<file path="src/rtl/setbit_pkg.sv">
package setbit_pkg;
   typedef enum logic [0:0] {
      CHAIN_RIPPLE = 1'b0,
      CHAIN_FLAT   = 1'b1
   } chain_kind_e;
endpackage

</file>
<file path="src/rtl/setbit_neighbour_cmp.sv">
module setbit_neighbour_cmp #(
   parameter int LANES = 8
) (
   input  logic [LANES-1:0] set_bits,
   output logic [LANES-2:0] same_as_prev
);
   // same_as_prev[k] relates lane k+1 to lane k
   for (genvar k = 0; k < LANES-1; k++) begin : g_cmp
      assign same_as_prev[k] = ~(set_bits[k+1] ^ set_bits[k]);
   end
endmodule

</file>
<file path="src/rtl/setbit_kill_chain.sv">
module setbit_kill_chain #(
   parameter int                      LANES = 8,
   parameter setbit_pkg::chain_kind_e CHAIN = setbit_pkg::CHAIN_RIPPLE
) (
   input  logic [LANES-2:0] same_as_prev,
   output logic [LANES-2:0] alive_line
);
   if (CHAIN == setbit_pkg::CHAIN_RIPPLE) begin : g_ripple
      assign alive_line[0] = same_as_prev[0];
      for (genvar k = 1; k < LANES-1; k++) begin : g_link
         assign alive_line[k] = alive_line[k-1] & same_as_prev[k];
      end
   end else begin : g_flat
      for (genvar k = 0; k < LANES-1; k++) begin : g_and
         assign alive_line[k] = &same_as_prev[k:0];
      end
   end

   // a pulled-down line stays down for every later lane
   always_comb begin
      for (int k = 0; k < LANES-1; k++) begin
         if (!same_as_prev[k])
            assert_kill_R3: assert (alive_line[k] == 1'b0)
               else $error("line %0d alive after mismatch", k);
         if (k > 0 && !alive_line[k-1])
            assert_kill_spreads_R3: assert (alive_line[k] == 1'b0)
               else $error("line %0d alive after earlier kill", k);
      end
   end
endmodule

</file>
<file path="src/rtl/setbit_step_encode.sv">
module setbit_step_encode #(
   parameter int LANES = 8,
   localparam int CNT_W = $clog2(LANES+1)
) (
   input  logic [LANES-2:0] alive_line,
   output logic [CNT_W-1:0] step
);
   logic [LANES:0]   ext_line;
   logic [LANES-1:0] last_lane;

   // lane 0 is always alive, a virtual lane past the end never is
   assign ext_line = {1'b0, alive_line, 1'b1};

   for (genvar i = 0; i < LANES; i++) begin : g_last
      assign last_lane[i] = ext_line[i] & ~ext_line[i+1];
   end

   always_comb begin
      step = '0;
      for (int i = 0; i < LANES; i++) begin
         if (last_lane[i]) step = step | CNT_W'(i+1);
      end
   end

   always_comb begin
      assert_one_last_R5: assert ($onehot(last_lane))
         else $error("last-lane marker not one-hot: %b", last_lane);
      assert_step_matches_R4: assert (32'(step) == 32'($countones(ext_line)))
         else $error("step %0d vs live lines %b", step, ext_line);
   end
endmodule

</file>
<file path="src/rtl/setbit_commit.sv">
module setbit_commit #(
   parameter int                      LANES = 8,
   parameter setbit_pkg::chain_kind_e CHAIN = setbit_pkg::CHAIN_RIPPLE,
   localparam int                     CNT_W = $clog2(LANES+1)
) (
   input  logic [LANES-1:0] set_bits,
   output logic [LANES-1:0] commit_mask,
   output logic [CNT_W-1:0] commit_count
);
   if (LANES < 2) begin : g_bad_lanes
      $error("setbit_commit needs LANES >= 2, got %0d", LANES);
   end

   logic [LANES-2:0] same_as_prev;
   logic [LANES-2:0] alive_line;

   setbit_neighbour_cmp #(.LANES(LANES)) u_cmp (
      .set_bits     (set_bits),
      .same_as_prev (same_as_prev)
   );

   setbit_kill_chain #(.LANES(LANES), .CHAIN(CHAIN)) u_chain (
      .same_as_prev (same_as_prev),
      .alive_line   (alive_line)
   );

   setbit_step_encode #(.LANES(LANES)) u_step (
      .alive_line (alive_line),
      .step       (commit_count)
   );

   assign commit_mask = {alive_line, 1'b1};

   always_comb begin
      assert_lane0_R1: assert (commit_mask[0] == 1'b1)
         else $error("lane 0 not committing");
      assert_contiguous_R6: assert ((commit_mask & (commit_mask + 1'b1)) == '0)
         else $error("mask not a prefix run: %b", commit_mask);
      assert_count_range_R4: assert (commit_count >= 1 && 32'(commit_count) <= LANES)
         else $error("count %0d out of range", commit_count);
      for (int i = 1; i < LANES; i++) begin
         if (commit_mask[i])
            assert_same_group_R2: assert (set_bits[i] == set_bits[0])
               else $error("lane %0d commits from another group", i);
      end
   end
endmodule

</file>
<file path="config.mk">
export PLATFORM = sky130hd
export DESIGN_NAME = setbit_commit
export DESIGN_NICKNAME = d
export VERILOG_FILES = /design/src/rtl/setbit_pkg.sv /design/src/rtl/setbit_neighbour_cmp.sv /design/src/rtl/setbit_kill_chain.sv /design/src/rtl/setbit_step_encode.sv /design/src/rtl/setbit_commit.sv
export SDC_FILE = /design/constraint.sdc
export NUM_CORES = 1
export LEC_CHECK = 0
export BUFFER_PORTS_ARGS = -buffer_cell sky130_fd_sc_hd__buf_2
export CAP_MARGIN = 40
export CORE_AREA = 10 10 47 49
export DETAILED_ROUTE_END_ITERATION = 12
export DIE_AREA = 0 0 57 59
export GPL_ROUTABILITY_DRIVEN = 0
export MAX_ROUTING_LAYER = met4
export SLEW_MARGIN = 20
export SYNTH_ARGS = -nofsm -noshare
export SYNTH_HDL_FRONTEND = slang
export SYNTH_SLANG_ARGS = --single-unit
</file>
<file path="constraint.sdc">
create_clock -name vclk -period 1.2
set_input_delay 0.06 -clock vclk [all_inputs]
set_output_delay 0.06 -clock vclk [all_outputs]
set_load 0.005 [all_outputs]
</file>
# Word-level counts from Yosys, hierarchy flattened
# Index checks and enable logic that the tools add are counted.
# word_totals
inputBits,8
elab_cells,40
register_bits,0
# op_classes
n_bitwise,32
n_mux,8
# ops
operator,count
$not A1 Y1,13
$and A1 B1 Y1,12
$mux W3,4
$xor A1 B1 Y1,7
$mux W2,2
$mux W4,1
$mux W1,1

# Logic depth before layout (Yosys ltp)
# Gate-level depths: netlist (run 1).
# depth
depth_word,12
ltp_mapped,5
depth_no_buf,4

# Cells and area by module
# From an unflattened synthesis (run 1), not the netlist that was laid out.
# unflattened
hier_cells,26
hier_area_um2,197.7
# modules_own_cells
mod,area_per_inst_um2,n_inst,cells_each
setbit_step_encode,72.6,1,10
setbit_neighbour_cmp,61.3,1,7
setbit_kill_chain,52.6,1,7
setbit_commit,11.3,1,2

# Least setup slack after synthesis (run 1)
# OpenSTA, ideal clock, no wires.
# synth_path
path_kind,input-to-output
startpoint,input port set_bits[2]
endpoint,output port commit_count[1]
arrival_time_ps,1068
path_stages,3
path_slack_ps,72
required_time_ps,1140
path_cell_list,or3_4 o32a_4 o31ai_2
# synth_between
elab_chain_cells,12
word_cells_on_any_way,25
# synth_rtl
item,line_no,source
from (decl),setbit_commit.sv:6,"input logic [LANES-1:0] set_bits,"
$xor A1 B1 Y1,setbit_neighbour_cmp.sv:9,assign same_as_prev[k] = ~(set_bits[k+1] ^ set_bits[k]);
$not A1 Y1,setbit_neighbour_cmp.sv:9,
$and A1 B1 Y1,setbit_kill_chain.sv:11,assign alive_line[k] = alive_line[k-1] & same_as_prev[k];
$not A1 Y1 / $and A1 B1 Y1 (equally long branches),"setbit_step_encode.sv:15, setbit_kill_chain.sv:11",
"$and A1 B1 Y1, or another cell as far along",setbit_step_encode.sv:15,assign last_lane[i] = ext_line[i] & ~ext_line[i+1];
"$mux W2, or another cell as far along",setbit_step_encode.sv:21,if (last_lane[i]) step = step | CNT_W'(i+1);
$mux W2 / $and A1 B1 Y1 (equally long branches),"setbit_step_encode.sv:21, setbit_kill_chain.sv:11",
"$mux W3, or another cell as far along (2 in a row)",setbit_step_encode.sv:21,
$mux W3 / $and A1 B1 Y1 (equally long branches),"setbit_step_encode.sv:21, setbit_step_encode.sv:15",
$mux W3 *,setbit_step_encode.sv:21,
$mux W4 *,setbit_step_encode.sv:21,
to (decl),setbit_commit.sv:8,output logic [CNT_W-1:0] commit_count
# Mark *: on every way between the ends. The rest lies on a longest branch, timed or not.

# Worst setup path in the final report (run 1)
# layout_path
startpoint,input port set_bits[0]
endpoint,output port commit_count[1]
# layout_between
elab_chain_cells,12
word_cells_on_any_way,23
# layout_rtl
item,line_no
$xor A1 B1 Y1 *,setbit_neighbour_cmp.sv:9
$not A1 Y1 *,setbit_neighbour_cmp.sv:9
$and A1 B1 Y1,setbit_kill_chain.sv:11
$not A1 Y1 / $and A1 B1 Y1 (equally long branches),"setbit_step_encode.sv:15, setbit_kill_chain.sv:11"
"$and A1 B1 Y1, or another cell as far along",setbit_step_encode.sv:15
"$mux W2, or another cell as far along",setbit_step_encode.sv:21
$mux W2 / $and A1 B1 Y1 (equally long branches),"setbit_step_encode.sv:21, setbit_kill_chain.sv:11"
"$mux W3, or another cell as far along (2 in a row)",setbit_step_encode.sv:21
$mux W3 / $and A1 B1 Y1 (equally long branches),"setbit_step_encode.sv:21, setbit_step_encode.sv:15"
$mux W3 *,setbit_step_encode.sv:21
$mux W4 *,setbit_step_encode.sv:21
# Marked as above.

==> results of run 1 <==
==> area by class of cell <==
cell class	instances	area [um2]
Timing Repair Buffer	26	160
Inverter	4	15.0
Tap cell	16	20.0
Fill cell	175	987
Multi-Input combinational cell	31	219
==> cells in the final DEF, fill, tap and decap left out, drive strengths merged <==
cell type	count
nand2	6
nor2	2
o21ai	1
and3	1
mux2	1
a21oi	4
nand4	1
conb	1
inv	4
or2	1
nor3	1
o31ai	1
or3	1
o22ai	1
and2	1
buf	26
o32a	1
nand2b	1
nand3	2
a31oi	1
o21a	1
xnor2	1
nor2b	1
==> repair_timing <==
action | CTS | global route
endpoints found under the setup margin | 7 | 7
setup buffers | 0 | 1
gates cloned | 0 | 0
resized for setup | 1 | 6
pin swaps | 4 | 0
==> stage by stage <==
| stage | total power, mW | cells |
|---|---|---|
| floorplan | 0.0513 | 37 |
| global placement | 0.113 | 76 |
| detailed placement | 0.114 | 76 |
| CTS | 0.116 | 76 |
| global route | 0.140 | 77 |
| finish | 0.127 | 77 |
==> worst paths after layout <==
path | end | cells after the start | start | slack (ns)
worst min-delay path | commit_mask[6] | 4 | set_bits[6] | 0.47
worst max-delay path | commit_count[1] | 5 | set_bits[0] | -0.09
==> kinds of logic after synthesis <==
group | after synthesis | synth area share
simple gates | 18 | 0.415
compound gates | 10 | 0.350
buf+inv | 6 | 0.131
xor+xnor | 1 | 0.0383
mux | 1 | 0.0492
other cells | 1 | 0.0164
==> per-layer routing <==
layer | wire [um] | part of all wire | global-route usage | vias to the layer above
li1 | - | - | - | 177
met1 | 397 | 0.45 | 0.0556 | 144
met2 | 421 | 0.47 | 0.0791 | 19
met3 | 72 | 0.081 | 0.00858 | 0
met4 | 0 | 0 | 0 | 0
met5 | 0 | 0 | - | -
==> power by group through the flow <==
stage,logic (mW),registers [mW],clock network (mW)
after floorplan,0.0513,0,0
after global placement,0.113,0,0
after detailed placement,0.114,0,0
after CTS,0.116,0,0
after global routing,0.140,0,0
final,0.127,0,0
==> results.py, run 1 <==
metrics = {
    "run_status": {
        "status": "finished, violations left",
        "failed_checks": "setup timing",
    },
    "yosys": {
        "ys_seq_area_frac": 0,
        "ys_warn_count": 0,
        "synthTopCellsByArea": "nand2_1 9.8%, o32a_4 9.8%, a21oi_1 8.7%, buf_4 6.6%, inv_1 6.6%",
        "synth_commonest_cells": "6 x nand2_1, 4 x a21oi_1, 4 x inv_1",
        "syn_area_um2": 229,
        "syn_area_per_cell_um2": 6.19,
        "synth_cells": 37,
        "synth_top_area_frac": 0.0984,
        "synth_area_leader_cell": "nand2_1",
        "synth_cell_types": 23,
        "syn_nets": 45,
        "yosysMostFrequentCell": "nand2_1",
    },
    "worst_setup_path": {
        "crit_buf_inv": 2,
        "criticalPathCategory": "in -> out",
        "slowest_stage": "or3_4",
        "end_kind": "primary output",
        "worstPathCellList": "buf_6 -> or3_4 -> o32a_4 -> o31ai_2 -> buf_2",
        "cp-start-kind": "input pin",
        "crit_required_ns": 1.14,
        "cp_max_fo": 4,
        "slowest_delay_ns": 0.38,
        "crit_family": "compound AO/OA/AOI/OAI gates",
        "worst_ep_arrival_time_ns": 1.23,
    },
    "job": {
        "cap_violations": 0,
    },
    "route": {
        "wl_per_cell_um": 11.6,
        "drtIter0Drc": 11,
        "vias": 340,
        "postRouteAntennaNets": 0,
        "routed_via_density": 4.42,
        "wirelength_um": 890,
        "drt_pass1_iterations": 4,
        "drc": 0,
    },
    "pwr": {
        "switchingPower_uw": 61.3,
        "power_frac_clock": 0,
        "p_leak_nw": 0.222,
        "p_seq_frac": 0,
        "comb_power_share": 1.000,
        "power.internal_uw": 66.0,
        "ir_worst_vdd_uv": 130,
        "p_sw_frac": 0.481,
        "p_per_area_mw_per_mm2": 307,
    },
    "floorplan": {
        "die_w_um": 57,
        "core_mm2": 0.00140,
        "initial_utilization": 0.163,
        "io-pin-count": 20,
        "die_h_um": 59,
        "num_rows": 14,
        "die_area_mm2": 0.00336,
    },
    "sta": {
        "drv_slew": 0,
        "tns_ns": -0.151,
        "setup_ws_ns": -0.0903,
        "period_share": 1.08,
        "grt_setup_unrepaired": "true",
        "finalHoldViolCount": 0,
        "fin_crit_ns": 1.29,
        "max_freq_ghz": 0.775,
        "setup_viol": 3,
        "holdWs_ns": 0.474,
    },
    "global_routing": {
        "antenna_found_initial": 0,
        "overflow": 0,
        "grt_pass1_wl_mm": 1.29,
        "grt_pass1_vias": 309,
        "groute.usage.overall": 0.0453,
        "grt_max_degree": 8,
    },
    "finish": {
        "design.seq.count": 0,
        "seq_area_um2": 0,
        "fin_nets": 71,
        "final_util": 0.296,
        "diodes": 0,
        "fin_area_um2": 414,
        "area_growth_pct": 80.9,
        "drive_gt1_frac": 0.607,
        "clkbuf_count": 0,
    },
    "place": {
        "portBuffers": 19,
        "detailedPlace.worstSlack_ns": -0.171,
        "post_dp_cell_area_um2": 374,
        "place_hpwl_um": 773,
    },
    "min_path": {
        "holdCritPathClass": "in -> out",
    },
    "clock_tree": {
        "hold_buffers": 0,
    },
}
Power figures use the tool's default switching activity.
==> run 2, diff against run 1 <==
--- a/config.mk
+++ b/config.mk
@@ -7,11 +7,14 @@
 export LEC_CHECK = 0
 export BUFFER_PORTS_ARGS = -buffer_cell sky130_fd_sc_hd__buf_2
 export CAP_MARGIN = 40
+export CELL_PAD_IN_SITES_DETAIL_PLACEMENT = 0
+export CELL_PAD_IN_SITES_GLOBAL_PLACEMENT = 1
 export CORE_AREA = 10 10 47 49
 export DETAILED_ROUTE_END_ITERATION = 12
 export DIE_AREA = 0 0 57 59
 export GPL_ROUTABILITY_DRIVEN = 0
 export MAX_ROUTING_LAYER = met4
+export PLACE_DENSITY_LB_ADDON = 0.1
 export SLEW_MARGIN = 20
 export SYNTH_ARGS = -nofsm -noshare
 export SYNTH_HDL_FRONTEND = slang
==> run 2 against run 1 <==
The run still ends with setup timing left. Clock-buffer cell count is the same. Combinational power is essentially flat. Worst setup slack gained 0.014 ns. Maximum frequency grew 1.1%. Sequential share of layout area is the same. Critical path depth is the same. Design area grew 3.3%. First-iteration DRC count shrank 64%. Sequential cell count is the same. Largest power group unchanged.
==> results.py, run 2 (synthesis results as in run 1) <==
metrics = {
    "run_status": {
        "status": "finished, violations left",
        "failed_checks": "setup timing",
    },
    "floorplan": {
        "die_area_mm2": 0.00336,
        "num_rows": 14,
        "initial_utilization": 0.163,
        "die_h_um": 59,
        "io-pin-count": 20,
        "die_w_um": 57,
        "core_mm2": 0.00140,
    },
    "place": {
        "detailedPlace.worstSlack_ns": -0.167,
        "place_inst": 77,
        "portBuffers": 19,
        "place_hpwl_um": 785,
    },
    "finish": {
        "final_util": 0.305,
        "seq_area_um2": 0,
        "fin_nets": 71,
        "final_common_cell": "buf_2",
        "clkbuf_count": 0,
        "layout_common_cells": "17 x buf_2, 7 x buf_4, 6 x nand2_1",
        "post_layout_nonfiller_instances": 77,
        "diodes": 0,
        "design.seq.count": 0,
        "drive_gt1_frac": 0.623,
        "area_growth_pct": 86.9,
    },
    "worst_setup_path": {
        "crit_family": "compound AO/OA/AOI/OAI gates",
        "slowest_delay_ns": 0.38,
        "crit_required_ns": 1.14,
        "cp_max_fo": 4,
        "end_kind": "primary output",
        "crit_buf_inv": 2,
        "cp-start-kind": "input pin",
        "worst_ep_arrival_time_ns": 1.22,
        "slowest_stage": "or3_4",
        "criticalPathCategory": "in -> out",
        "worstPathCellList": "buf_6 -> or3_4 -> o32a_4 -> o31ai_2 -> buf_2",
    },
    "global_routing": {
        "grt_pass1_vias": 343,
        "antenna_found_initial": 0,
        "groute.usage.overall": 0.0497,
        "grt_pass1_wl_mm": 1.45,
        "grt_max_degree": 8,
        "overflow": 0,
    },
    "pwr": {
        "power.internal_uw": 66.7,
        "p_sw_frac": 0.482,
        "power_frac_clock": 0,
        "ir_worst_vdd_uv": 96.4,
        "p_leak_nw": 0.225,
        "comb_power_share": 1.000,
        "p_seq_frac": 0,
        "p_per_area_mw_per_mm2": 301,
        "switchingPower_uw": 62.0,
    },
    "route": {
        "drt_pass1_iterations": 2,
        "wirelength_um": 884,
        "wl_per_cell_um": 11.5,
        "vias": 341,
        "postRouteAntennaNets": 0,
        "routed_via_density": 4.43,
        "drtIter0Drc": 4,
        "drc": 0,
    },
    "sta": {
        "setup_ws_ns": -0.0764,
        "fin_crit_ns": 1.28,
        "holdWs_ns": 0.480,
        "drv_slew": 0,
        "grt_setup_unrepaired": "true",
        "setup_viol": 3,
        "period_share": 1.06,
        "finalHoldViolCount": 0,
        "max_freq_ghz": 0.783,
    },
    "job": {
        "cap_violations": 0,
    },
    "min_path": {
        "holdCritPathClass": "in -> out",
    },
    "clock_tree": {
        "hold_buffers": 0,
    },
}
## run 2: power by group through the flow
stage / combinational, mW / sequential [mW] / clock [mW]
3_5_place_dp: 0.116 / 0 / 0
4_1_cts: 0.121 / 0 / 0
6_report: 0.129 / 0 / 0
3_3_place_gp: 0.119 / 0 / 0
2_1_floorplan: 0.0513 / 0 / 0
5_1_grt: 0.145 / 0 / 0
## run 2: final cells by class
cell class         instances  area (um2)
fillers                  164         973
well taps                 16        20.0
inverters                  4        15.0
repair buffers            26         160
multi-input cells         31         233
## run 2: worst paths after layout
kind         from         endpoint  slack [ns]  cells after the start
min   set_bits[6]   commit_mask[6]        0.48                      4
max   set_bits[0]  commit_count[1]       -0.08                      5
## run 2: routing by layer
metal	GRT usage	vias to the layer above	wire length, um
met5	-	-	0
met4	0	0	0
met3	0.0129	0	65
met2	0.0915	11	454
met1	0.0557	153	364
li1	-	177	-
## run 2: through the flow
stage | TNS (ns) | area [um2] | total power, mW
floorplan | 0 | 229 | 0.0513
global placement | -0.467 | 382 | 0.119
detailed placement | -0.478 | 382 | 0.116
CTS | -0.145 | 395 | 0.121
global route | -0.259 | 428 | 0.145
finish | -0.132 | 428 | 0.129
## run 2: repair_timing
action | in CTS | in global routing
pin swaps | 3 | 0
resized for setup | 2 | 7
setup endpoints to repair | 7 | 7
setup buffers | 0 | 0
==> run 3, diff against run 2 <==
--- a/config.mk
+++ b/config.mk
@@ -7,7 +7,7 @@
 export LEC_CHECK = 0
 export BUFFER_PORTS_ARGS = -buffer_cell sky130_fd_sc_hd__buf_2
 export CAP_MARGIN = 40
-export CELL_PAD_IN_SITES_DETAIL_PLACEMENT = 0
+export CELL_PAD_IN_SITES_DETAIL_PLACEMENT = 1
 export CELL_PAD_IN_SITES_GLOBAL_PLACEMENT = 1
 export CORE_AREA = 10 10 47 49
 export DETAILED_ROUTE_END_ITERATION = 12
==> run 3 against run 2 <==
The run still ends with setup timing left. Global-route usage grew 0.72 points. Largest cell class unchanged. Largest power group unchanged. Sequential share of layout area unchanged. Utilization up 1.1 points. Critical path type unchanged. Design area grew 3.5%. Sequential cell count is the same.
==> results.py, run 3 (synthesis results as in run 1) <==
metrics = {
    "floorplan": {
        "die_h_um": 59,
        "die_area_mm2": 0.00336,
        "die_w_um": 57,
        "core_mm2": 0.00140,
        "io-pin-count": 20,
        "initial_utilization": 0.163,
        "num_rows": 14,
    },
    "sta": {
        "holdWs_ns": 0.485,
        "grt_setup_unrepaired": "true",
        "setup_viol": 4,
        "setup_ws_ns": -0.0821,
        "finalHoldViolCount": 0,
        "period_share": 1.07,
        "max_freq_ghz": 0.780,
        "fin_crit_ns": 1.28,
        "drv_slew": 0,
    },
    "finish": {
        "clkbuf_count": 0,
        "post_layout_nonfiller_instances": 79,
        "drive_gt1_frac": 0.603,
        "final_common_cell": "buf_2",
        "fin_nets": 73,
        "design.seq.count": 0,
        "area_growth_pct": 93.4,
        "fin_area_um2": 443,
        "fill_cells": 188,
        "layout_common_cells": "17 x buf_2, 9 x buf_4, 6 x nand2_1",
        "seq_area_um2": 0,
        "diodes": 0,
        "multi_input_area_um2": 233,
    },
    "place": {
        "post_dp_cell_area_um2": 382,
        "portBuffers": 19,
        "place_hpwl_um": 868,
        "place_inst": 77,
    },
    "run_status": {
        "status": "finished, violations left",
        "failed_checks": "setup timing",
    },
    "global_routing": {
        "grt_pass1_wl_mm": 1.67,
        "overflow": 0,
        "grt_max_degree": 8,
        "groute.usage.overall": 0.0569,
        "grt_pass1_vias": 384,
        "antenna_found_initial": 0,
    },
    "worst_setup_path": {
        "cp-start-kind": "input pin",
        "end_kind": "primary output",
        "worst_ep_arrival_time_ns": 1.22,
        "cp_max_fo": 4,
        "criticalPathCategory": "in -> out",
        "crit_end": "commit_count[1]",
        "crit_required_ns": 1.14,
        "crit_start": "set_bits[0]",
    },
    "job": {
        "cap_violations": 0,
    },
    "route": {
        "wl_per_cell_um": 12.6,
        "drc": 0,
        "wirelength_um": 992,
        "drt_pass1_iterations": 2,
        "top_layer": "met3",
        "routed_via_density": 4.47,
        "vias": 353,
        "wl_met3_um": 77,
        "dr_wl_met2_um": 536,
        "wl_met1_um": 379,
        "postRouteAntennaNets": 0,
        "drtIter0Drc": 2,
    },
    "pwr": {
        "p_per_area_mw_per_mm2": 307,
        "ir_worst_vdd_uv": 79.2,
        "p_leak_nw": 0.235,
    },
    "min_path": {
        "holdCritPathClass": "in -> out",
    },
}
[run 3: changes by cell type in the layout (fill, tap and decap cells not counted)]
cell / change
o31ai_4: +1
a31oi_1: +1
nor2_2: -1
nor2_1: +1
a31oi_2: -1
o31ai_2: -1
buf_4: +2
[run 3: worst min path at each step]
stage	startpoint	to	slack, ns	cells past startpoint
finish	set_bits[6]	commit_mask[6]	0.48	4
global route	set_bits[6]	commit_mask[6]	0.51	4
CTS	set_bits[6]	commit_mask[6]	0.49	4
detailed placement	set_bits[6]	commit_mask[6]	0.48	4
global placement	set_bits[6]	commit_mask[6]	0.49	4
floorplan	set_bits[0]	commit_mask[1]	0.18	1
[run 3: layout make-up]
type	instances	share of cell area
repair buffers	28	0.395
multi-input cells	31	0.525
inverters	4	0.0339
well taps	16	0.0452
[run 3: what timing repair did]
item                                    4_1_cts  5_1_grt
resized for setup                             4        4
hold buffers                                  0        0
endpoints found under the setup margin        7        8
setup buffers                                 1        1
pin swaps                                     3        0
[run 3: worst max-delay path, stage by stage]
cell	delay, ns
buf_6	0.09
or3_4	0.38
o32a_4	0.35
o31ai_4	0.20
buf_2	0.14
[run 3: power by group]
part	switching, mW	total [mW]	internal, mW
registers	0	0	0
clock network	0	0	0
logic	0.0649	0.136	0.0710
[run 3: per-stage QoR]
step,setup TNS (ns),utilization,setup WS [ns],power [mW]
after floorplan,0,-,0.0724,0.0513
after global placement,-0.467,0.272,-0.152,0.119
after global routing,-0.342,0.316,-0.110,0.153
after detailed placement,-0.573,0.272,-0.169,0.119
after CTS,-0.179,0.292,-0.0789,0.126
final,-0.152,0.316,-0.0821,0.136
[run 3: per-layer routing]
metal | global-route usage | vias up
met2 | 0.104 | 11
met1 | 0.0656 | 163
met3 | 0.0129 | 0
met4 | 0 | 0
met5 | - | -
li1 | - | 179
